### src/rtl/cbs_pkg.sv
package cbs_pkg;

    typedef enum logic [1:0] {
        CM_HOLD  = 2'd0,
        CM_ACCUM = 2'd1,
        CM_SPEND = 2'd2
    } cbs_mode_e;

    typedef struct packed {
        cbs_mode_e mode;
        logic      clip;
        logic      ceil_zero;
    } cbs_ctl_t;

    localparam cbs_ctl_t CTL_IDLE = '{mode: CM_HOLD, clip: 1'b0, ceil_zero: 1'b0};

endpackage

### src/rtl/cbs_state_ctl.sv
module cbs_state_ctl
    import cbs_pkg::*;
(
    input  logic     sending,
    input  logic     waiting,
    input  logic     gate_open,
    input  logic     credit_neg,
    input  logic     credit_pos,
    output cbs_ctl_t ctl
);

    always_comb begin
        ctl = CTL_IDLE;
        if (sending) begin
            ctl.mode = CM_SPEND;
        end else if (!waiting && credit_pos) begin
            ctl.clip = 1'b1;
        end else if (!gate_open) begin
            ctl.mode = CM_HOLD;
        end else if (waiting) begin
            ctl.mode = CM_ACCUM;
        end else if (credit_neg) begin
            ctl.mode      = CM_ACCUM;
            ctl.ceil_zero = 1'b1;
        end else begin
            ctl.mode = CM_HOLD;
        end
    end

endmodule

### src/rtl/cbs_credit_acc.sv
module cbs_credit_acc
    import cbs_pkg::*;
#(
    parameter int CREDIT_W = 16
) (
    input  logic                       clk,
    input  logic                       rst,
    input  cbs_ctl_t                   ctl,
    input  logic signed [CREDIT_W-1:0] idle_inc,
    input  logic signed [CREDIT_W-1:0] send_dec,
    input  logic signed [CREDIT_W-1:0] hi_lim,
    input  logic signed [CREDIT_W-1:0] lo_lim,
    output logic signed [CREDIT_W-1:0] credit
);

    localparam int WIDE_W = CREDIT_W + 1;

    logic signed [CREDIT_W-1:0] delta;
    logic signed [WIDE_W-1:0]   sum_w;
    logic signed [WIDE_W-1:0]   hi_w;
    logic signed [WIDE_W-1:0]   lo_w;
    logic signed [WIDE_W-1:0]   clamp_w;
    logic signed [CREDIT_W-1:0] next_credit;

    always_comb begin
        delta = (ctl.mode == CM_SPEND) ? send_dec :
                (ctl.mode == CM_ACCUM) ? idle_inc : '0;
        sum_w = WIDE_W'(credit) + WIDE_W'(delta);
        hi_w  = WIDE_W'(hi_lim);
        lo_w  = WIDE_W'(lo_lim);
        if (sum_w > hi_w)
            clamp_w = hi_w;
        else if (sum_w < lo_w)
            clamp_w = lo_w;
        else
            clamp_w = sum_w;
        if (ctl.ceil_zero && clamp_w > 0)
            clamp_w = '0;
        if (ctl.clip)
            next_credit = '0;
        else if (ctl.mode == CM_HOLD)
            next_credit = credit;
        else
            next_credit = clamp_w[CREDIT_W-1:0];
    end

    always_ff @(posedge clk) begin
        if (rst)
            credit <= '0;
        else
            credit <= next_credit;
    end

    AST_RESET_ZERO: assert property (@(posedge clk) disable iff (rst)
        $past(rst) |-> credit == '0);
    AST_CLIP_ZERO: assert property (@(posedge clk) disable iff (rst)
        ctl.clip |=> credit == '0);
    AST_HOLD_STABLE: assert property (@(posedge clk) disable iff (rst)
        (ctl.mode == CM_HOLD && !ctl.clip) |=> $stable(credit));
    AST_DEBT_CEIL: assert property (@(posedge clk) disable iff (rst)
        ctl.ceil_zero |=> credit <= 0);
    AST_ACCUM_CEILING: assert property (@(posedge clk) disable iff (rst)
        (ctl.mode == CM_ACCUM && !ctl.clip) |=> credit <= $past(hi_lim));
    AST_SPEND_FLOOR: assert property (@(posedge clk) disable iff (rst)
        (ctl.mode == CM_SPEND && lo_lim <= hi_lim) |=> credit >= $past(lo_lim));

endmodule

### src/rtl/cbs_class_shaper.sv
module cbs_class_shaper
    import cbs_pkg::*;
#(
    parameter int CREDIT_W = 16
) (
    input  logic                       clk,
    input  logic                       rst,
    input  logic                       waiting,
    input  logic                       sending,
    input  logic                       gate_open,
    input  logic signed [CREDIT_W-1:0] idle_inc,
    input  logic signed [CREDIT_W-1:0] send_dec,
    input  logic signed [CREDIT_W-1:0] hi_lim,
    input  logic signed [CREDIT_W-1:0] lo_lim,
    output logic                       eligible,
    output logic signed [CREDIT_W-1:0] credit
);

    cbs_ctl_t ctl;
    logic     credit_neg;
    logic     credit_pos;

    assign credit_neg = credit[CREDIT_W-1];
    assign credit_pos = !credit[CREDIT_W-1] && (credit != '0);
    assign eligible   = !credit[CREDIT_W-1];

    cbs_state_ctl u_ctl (
        .sending    (sending),
        .waiting    (waiting),
        .gate_open  (gate_open),
        .credit_neg (credit_neg),
        .credit_pos (credit_pos),
        .ctl        (ctl)
    );

    cbs_credit_acc #(.CREDIT_W(CREDIT_W)) u_acc (
        .clk      (clk),
        .rst      (rst),
        .ctl      (ctl),
        .idle_inc (idle_inc),
        .send_dec (send_dec),
        .hi_lim   (hi_lim),
        .lo_lim   (lo_lim),
        .credit   (credit)
    );

    AST_SPEND_NOT_RISING: assert property (@(posedge clk) disable iff (rst)
        (sending && send_dec < 0 && lo_lim <= credit) |=> credit <= $past(credit));

endmodule

### src/rtl/cbs_egress_shaper.sv
module cbs_egress_shaper
    import cbs_pkg::*;
#(
    parameter int NUM_CLASSES = 2,
    parameter int CREDIT_W    = 16
) (
    input  logic                            clk,
    input  logic                            rst,
    input  logic [NUM_CLASSES-1:0]          q_waiting,
    input  logic [NUM_CLASSES-1:0]          q_sending,
    input  logic [NUM_CLASSES-1:0]          gate_open,
    input  logic [NUM_CLASSES*CREDIT_W-1:0] idle_inc,
    input  logic [NUM_CLASSES*CREDIT_W-1:0] send_dec,
    input  logic [NUM_CLASSES*CREDIT_W-1:0] credit_hi,
    input  logic [NUM_CLASSES*CREDIT_W-1:0] credit_lo,
    output logic [NUM_CLASSES-1:0]          eligible,
    output logic [NUM_CLASSES*CREDIT_W-1:0] credit
);

    for (genvar k = 0; k < NUM_CLASSES; k++) begin : g_class
        logic signed [CREDIT_W-1:0] cr;

        cbs_class_shaper #(.CREDIT_W(CREDIT_W)) u_cls (
            .clk       (clk),
            .rst       (rst),
            .waiting   (q_waiting[k]),
            .sending   (q_sending[k]),
            .gate_open (gate_open[k]),
            .idle_inc  (idle_inc[k*CREDIT_W +: CREDIT_W]),
            .send_dec  (send_dec[k*CREDIT_W +: CREDIT_W]),
            .hi_lim    (credit_hi[k*CREDIT_W +: CREDIT_W]),
            .lo_lim    (credit_lo[k*CREDIT_W +: CREDIT_W]),
            .eligible  (eligible[k]),
            .credit    (cr)
        );

        assign credit[k*CREDIT_W +: CREDIT_W] = cr;
    end

endmodule

### config.mk
export PLATFORM = sky130hd
export DESIGN_NAME = cbs_egress_shaper
export DESIGN_NICKNAME = d
export VERILOG_FILES = /design/src/rtl/cbs_pkg.sv /design/src/rtl/cbs_state_ctl.sv /design/src/rtl/cbs_credit_acc.sv /design/src/rtl/cbs_class_shaper.sv /design/src/rtl/cbs_egress_shaper.sv
export SDC_FILE = /design/constraint.sdc
export NUM_CORES = 1
export LEC_CHECK = 0
export BUFFER_PORTS_ARGS = -buffer_cell sky130_fd_sc_hd__buf_2
export CAP_MARGIN = 20
export CORE_ASPECT_RATIO = 0.6
export CORE_UTILIZATION = 58
export CTS_CLUSTER_DIAMETER = 80
export DETAILED_ROUTE_END_ITERATION = 12
export GPL_ROUTABILITY_DRIVEN = 0
export MAX_ROUTING_LAYER = met4
export PLACE_DENSITY = 0.87
export SLEW_MARGIN = 30
export SYNTH_ARGS = -nofsm -noshare
export SYNTH_HDL_FRONTEND = slang
export SYNTH_SLANG_ARGS = --single-unit
### constraint.sdc
create_clock -name clk -period 11 [get_ports clk]
set_input_delay 3.3 -clock clk [delete_from_list [all_inputs] [get_ports clk]]
set_output_delay 3.3 -clock clk [all_outputs]
set_load 0.05 [all_outputs]
# [After elaboration in Yosys (flattened, before gate mapping)]
# Cells that the tools add are included.
[word_totals] register_bits=32 inputBits=136
[op_classes] n_addsub=2 n_lt_le_gt_ge=6 eq_ne=4 muxes=32 n_reduce_logical=16
[op_table] operator="$mux 16" n=6
[op_table] operator="$mux 17" n=4
[op_table] operator="$add 16x16->17" n=2
[op_table] operator="$gt 17x1->1 const B" n=2
[op_table] operator="$gt 17x16->1" n=2
[op_table] operator="$lt 17x16->1" n=2
[op_table] operator="$reduce_bool 16->1" n=2
[op_table] operator="$mux 2" n=10
[op_table] operator="$mux 1" n=12
[op_table] operator="$logic_and 1x1->1" n=6
[op_table] operator="$eq 2x1->1 const B" n=2
[op_table] operator="$eq 2x2->1 const B" n=2
[op_table] operator="$logic_not 1->1" n=4
[op_table] operator="$logic_not 2->1" n=2
[op_table] operator="$reduce_or 2->1" n=2

# [Longest topological paths before layout]
[depth] word_depth=15 mapped_depth=25

# [Cells and area by module]
# Synthesis repeated with hierarchy kept, for this count alone.
[unflattened] hier_cells=730 area_unflattened_um2=5571.6
[by_module_without_submodules] module="cbs_credit_acc (g_class[1].u_cls.u_acc)" instances=1 cells_per_inst=361 area_per_inst_um2=2731.4 seq_area_each_um2=320.3
[by_module_without_submodules] module="cbs_credit_acc (g_class[0].u_cls.u_acc)" instances=1 cells_per_inst=343 area_per_inst_um2=2670.1 seq_area_each_um2=320.3
[by_module_without_submodules] module="cbs_state_ctl" instances=2 cells_per_inst=7 area_per_inst_um2=48.8 seq_area_each_um2=0.0
[by_module_without_submodules] module="cbs_class_shaper" instances=2 cells_per_inst=6 area_per_inst_um2=36.3 seq_area_each_um2=0.0

# [Worst setup path before layout]
# No wires, ideal clock.
[synth_path] path_type="input -> register" startpoint="input q_sending[0]" endpoint="register g_class[0].u_cls.u_acc.credit[13]" setup_time_ps=87 arrival_time_ps=7921 t_required_ps=10913 setup_slack_ps=2992 cell_stages=22 path_cell_list="clkbuf_1 nor3b_1 clkbuf_1 a22o_1 ha_1 inv_1 fa_1 nor2b_1 o311a_1 o21a_1 o21a_1 o21ai_1 a31o_2 ha_1 nor3b_1 o21ai_0 a2111oi_0 a31oi_1 buf_2 or3_1 o211a_1 o31ai_1"
[synth_between] elab_chain_len=11 word_cells_on_any_way=16 classes_between="1 x add/sub; 3 x order compare; 2 x eq/ne; 7 x mux; 3 x reduce/logical"
[synth_lines] item="start: declaration" line_no="cbs_egress_shaper.sv:10" rtl="input logic [NUM_CLASSES-1:0] q_sending,"
[synth_lines] item="$mux 2" line_no="cbs_state_ctl.sv:14" rtl="if (sending) begin"
[synth_lines] item="$eq 2x1->1" line_no="cbs_credit_acc.sv:27" rtl="(ctl.mode == CM_ACCUM) ? idle_inc : '0;"
[synth_lines] item="$mux 16" line_no="cbs_credit_acc.sv:27"
[synth_lines] item="$mux 16" line_no="cbs_credit_acc.sv:26" rtl="delta = (ctl.mode == CM_SPEND) ? send_dec :"
[synth_lines] item="$add 16x16->17" line_no="cbs_credit_acc.sv:28" rtl="sum_w = WIDE_W'(credit) + WIDE_W'(delta);"
[synth_lines] item="$lt 17x16->1" line_no="cbs_credit_acc.sv:33" rtl="else if (sum_w < lo_w)"
[synth_lines] item="$mux 17" line_no="cbs_credit_acc.sv:33"
[synth_lines] item="$mux 17" line_no="cbs_credit_acc.sv:31" rtl="if (sum_w > hi_w)"
[synth_lines] item="$gt 17x1->1" line_no="cbs_credit_acc.sv:37" rtl="if (ctl.ceil_zero && clamp_w > 0)"
[synth_lines] item="$logic_and 1x1->1" line_no="cbs_credit_acc.sv:37"
[synth_lines] item="$mux 16" line_no="cbs_credit_acc.sv:37"
[synth_lines] item="end signal: assignment" line_no="cbs_credit_acc.sv:51" rtl="credit <= next_credit;"
[synth_lines] item="end: declaration" line_no="cbs_credit_acc.sv:13" rtl="output logic signed [CREDIT_W-1:0] credit"
# Parallel ways exist; a longest one is shown, timed or not.
# A chain may end at the register's enable or synchronous reset.

# [Final worst setup path]
[layout_path] startpoint="input q_sending[1]" endpoint="register g_class[1].u_cls.u_acc.credit[13]"
[layout_between] elab_chain_len=11 word_cells_on_any_way=16 classes_between="1 x add/sub; 3 x order compare; 2 x eq/ne; 7 x mux; 3 x reduce/logical"
[layout_lines] item="$mux 2" line_no="cbs_state_ctl.sv:14"
[layout_lines] item="$eq 2x1->1" line_no="cbs_credit_acc.sv:27"
[layout_lines] item="$mux 16" line_no="cbs_credit_acc.sv:27"
[layout_lines] item="$mux 16" line_no="cbs_credit_acc.sv:26"
[layout_lines] item="$add 16x16->17" line_no="cbs_credit_acc.sv:28"
[layout_lines] item="$lt 17x16->1" line_no="cbs_credit_acc.sv:33"
[layout_lines] item="$mux 17" line_no="cbs_credit_acc.sv:33"
[layout_lines] item="$mux 17" line_no="cbs_credit_acc.sv:31"
[layout_lines] item="$gt 17x1->1" line_no="cbs_credit_acc.sv:37"
[layout_lines] item="$logic_and 1x1->1" line_no="cbs_credit_acc.sv:37"
[layout_lines] item="$mux 16" line_no="cbs_credit_acc.sv:37"
[layout_lines] item="end signal: assignment" line_no="cbs_credit_acc.sv:51"
[layout_lines] item="end: declaration" line_no="cbs_credit_acc.sv:13"
# Parallel ways exist; a longest one is shown, timed or not.

==> results.py <==
metrics = {
    "sta": {
        "grt_setup_unrepaired": "false",
        "timing.final.crit_period_ns": 9.08,
        "total_negative_setup_slacks_ns": 0,
        "timing.max_slew.rel_slack_pct": 44.3,
        "hold-worst-slack_ns": 0.500,
        "worst_slew_pin_slew_ns": 0.835,
        "skew_ns": 0.00680,
        "hold_viol_final": 0,
        "final-max-slew-violation-count": 0,
        "fmax_ghz": 0.110,
        "layout_worst_path_cycle_share_pct": 82.5,
        "finalSetupViolCount": 0,
    },
    "route": {
        "drc_violations_left": 0,
        "ant_nets": 0,
        "avgViaCountPerCell": 6.38,
        "drt-wirelength-per-cell_um": 18.5,
        "drt_iter0_markers": 616,
        "dr_total_vias": 6377,
        "drt-total-wl_mm": 18.5,
        "drtPass1Iterations": 7,
    },
    "clocking": {
        "post_cts_hold_buffer_count": 0,
        "clock_sink_count": 32,
        "clkTransAtPathRegs_ns": 0.06,
        "tritoncts_clock_tree": "built",
        "cts_post_setup_buffers_inserted": 0,
        "cts_repair_resize_count": 0,
        "cts_inserted_buffers": 5,
        "cts_max_path_buffers": 2,
        "cts_htree_levels": 2,
        "worstSkewPairLatency_ns": 0.29,
        "clockRootBuffer": "clkbuf_16",
    },
    "finish": {
        "filler_cell_count": 734,
        "regs_by_ff_count": "g_class.u_cls.u_acc.credit: 32 flops",
        "final_design_area_no_fill_um2": 6580,
        "finalNetCount": 1109,
        "synthToLayoutAreaGrowth_pct": 20.9,
        "max_flop_register": "g_class.u_cls.u_acc.credit",
        "largest_register_ffs": 32,
        "proportion_of_layout_cells_with_a_drive_suffix_above_1_pct": 25.2,
        "number_of_antenna_cells_inserted": 0,
    },
    "logic_synthesis": {
        "synth-seq-cells": 32,
        "postSynthAreaPerCell_um2": 7.59,
        "postSynthNetCount": 953,
        "synthDistinctLibCells": 74,
        "number_of_warnings_issued_by_yosys": 0,
        "mappedNetlistArea_um2": 5440,
        "synthArstFlopShare_pct": 0,
        "synth_top_cell_area_share_pct": 22.5,
        "yosysSeqAreaShare_pct": 11.8,
        "synth_ff_type": "dfxtp_1",
        "synth_edf_count": 0,
        "post_synth_inst_count": 717,
        "synth.top_cells.by_area": "ha_1, dfxtp_1, inv_1",
        "largest_area_contributor_in_the_netlist": "ha_1",
    },
    "worst_setup_path": {
        "kind_of_launch_point_of_the_worst_setup_path": "input port",
        "worst-setup-path-type": "input port to flop",
        "required_ns": 11.22,
        "cp_max_fo": 30,
        "crit_path_end_kind": "flop",
        "crit_arrival_ns": 9.29,
    },
    "placement": {
        "hpwl_mm": 15.5,
        "detailed_place.area_um2": 6400,
        "placement.io_buffers": 169,
    },
    "die": {
        "die_y_um": 77.0,
        "number_of_i_o_pins": 170,
        "initial_core_util_pct": 61.8,
        "die_area_um2": 9790,
        "die_w_um": 127,
        "placement_rows": 26,
        "core_footprint_um2": 8820,
    },
    "grt": {
        "antenna_found_initial": 0,
        "grt.total_usage_pct": 38.7,
        "gr-usage-met3_pct": 7.47,
        "grtUsageMet2_pct": 58.4,
        "maximum_number_of_pins_on_one_net_before_global_route_repair": 31,
        "vias_in_the_first_global_route": 6140,
        "groute.layer.met1.usage_pct": 52.3,
        "top_usage_layer": "met2",
        "grt_pass1_wl_mm": 29.4,
        "grt_overflow": 0,
    },
    "pwr": {
        "power.density_cell_area_nw_per_um2": 269,
        "static-leakage-power_uw": 0.00346,
        "ir_drop_v": 0.000141,
    },
    "flow_run": {
        "maximum_capacitance_violations": 0,
    },
    "min_path": {
        "hold_wc_path_type": "flop to flop",
    },
    "run_status": {
        "result_of_the_run": "complete, no violations",
    },
}
## layout make-up
cell class	instances	area (um2)	share of cell area, %
Inverter	85	319	4.85
Clock buffer	7	153	2.32
Sequential cell	32	641	9.73
Clock inverter	1	30.0	0.456
Multi-Input combinational cell	574	4390	66.7
Timing Repair Buffer	175	891	13.5
Tap cell	126	158	2.40
## cell families after synthesis
kind of cell	after synthesis	synth area share, %
AO/OA/AOI/OAI	242	32.0
XOR/XNOR	22	3.54
adder cells (fa/ha/maj)	100	23.3
buffers and inverters	111	8.30
flip-flops	32	11.8
multiplexers	24	4.64
AND/OR/NAND/NOR	186	16.5
## routing by layer
metal  share of wire [%]  routed length, um  vias up
met3                  12               2200       56
met4                 2.0                371        0
met5                   0                  0        -
met2                  41               7680      431
met1                  45               8250     2924
li1                    -                  -     2966
## worst paths after layout
kind | from | endpoint | slack (ns) | depth (start not counted)
worst max-delay path | q_sending[1] | g_class[1].u_cls.u_acc.credit[13] | 1.92 | 23
worst min-delay path | g_class[1].u_cls.u_acc.credit[0] | g_class[1].u_cls.u_acc.credit[0] | 0.50 | 2
worst max register to register | g_class[1].u_cls.u_acc.credit[15] | g_class[1].u_cls.u_acc.credit[13] | 4.96 | 22
worst min register to register | g_class[1].u_cls.u_acc.credit[0] | g_class[1].u_cls.u_acc.credit[0] | 0.50 | 2
## stage by stage
step / total power (uW) / worst slack, ns / util, % / std cells
2_1_floorplan: 1220 / 2.99 / - / 717
3_5_place_dp: 1550 / 1.85 / 72.6 / 992
6_report: 1770 / 1.92 / 74.7 / 1000
4_1_cts: 1730 / 2.08 / 74.7 / 1000
3_3_place_gp: 1480 / 1.74 / 72.5 / 992
5_1_grt: 1900 / 1.54 / 74.7 / 1000
## critical path: stages
cell and delay, ns:
buf_2 0.24, nand2b_1 0.27, nor2_2 0.66, a22o_1 0.24, ha_1 0.22, inv_1 0.08, fa_1 0.43, nor2b_1 0.16
o31a_1 0.22, o21ai_1 0.21, a21oi_1 0.26, nor2_1 0.10, xnor2_1 0.33, ha_1 0.33, a21o_1 0.19, a2111o_1 0.46
a2111oi_2 0.46, a221oi_4 0.14, buf_4 0.27, nor2_1 0.12, o21ai_1 0.09, o22a_4 0.31, o21ai_1 0.18
## synthesized netlist by cell type (8+ instances only)
cell type,number
ha_1,98
inv_1,85
nand2_1,71
a21oi_1,55
nor2_1,36
a22o_1,34
o21ai_0,33
dfxtp_1,32
xnor2_1,17
o31ai_1,15
a21o_1,14
mux2i_1,14
nand3_1,14
o21ai_1,12
clkbuf_1,11
nor2b_1,11
mux2_2,10
nand4_1,9
o211ai_1,9
o21ai_2,9
a211oi_1,8
nand2b_1,8
nor4_1,8
## where the power goes
| part | internal (uW) | switching [uW] | total (uW) |
|---|---|---|---|
| sequential | 159 | 55.7 | 214 |
| combinational | 513 | 869 | 1380 |
| clock | 119 | 57.6 | 177 |
## placed cells by master (no fill, tap or decap), types with 6 or more instances in the layout
cell type	n
and4_1	6
a22o_1	34
o21a_1	6
a21o_1	14
nor3_1	6
a21oi_1	55
o211ai_1	9
nand3_1	14
nor2_1	35
nand4_1	9
nand2_1	71
ha_1	98
nor2b_1	11
a211oi_1	8
nor4_1	8
xnor2_1	17
o31ai_1	15
mux2_2	10
o21ai_0	33
o21ai_2	9
inv_1	85
buf_4	6
dfxtp_1	32
buf_2	169
o21ai_1	12
mux2i_1	14
nand2b_1	8
(Power assumes the default switching activity.)
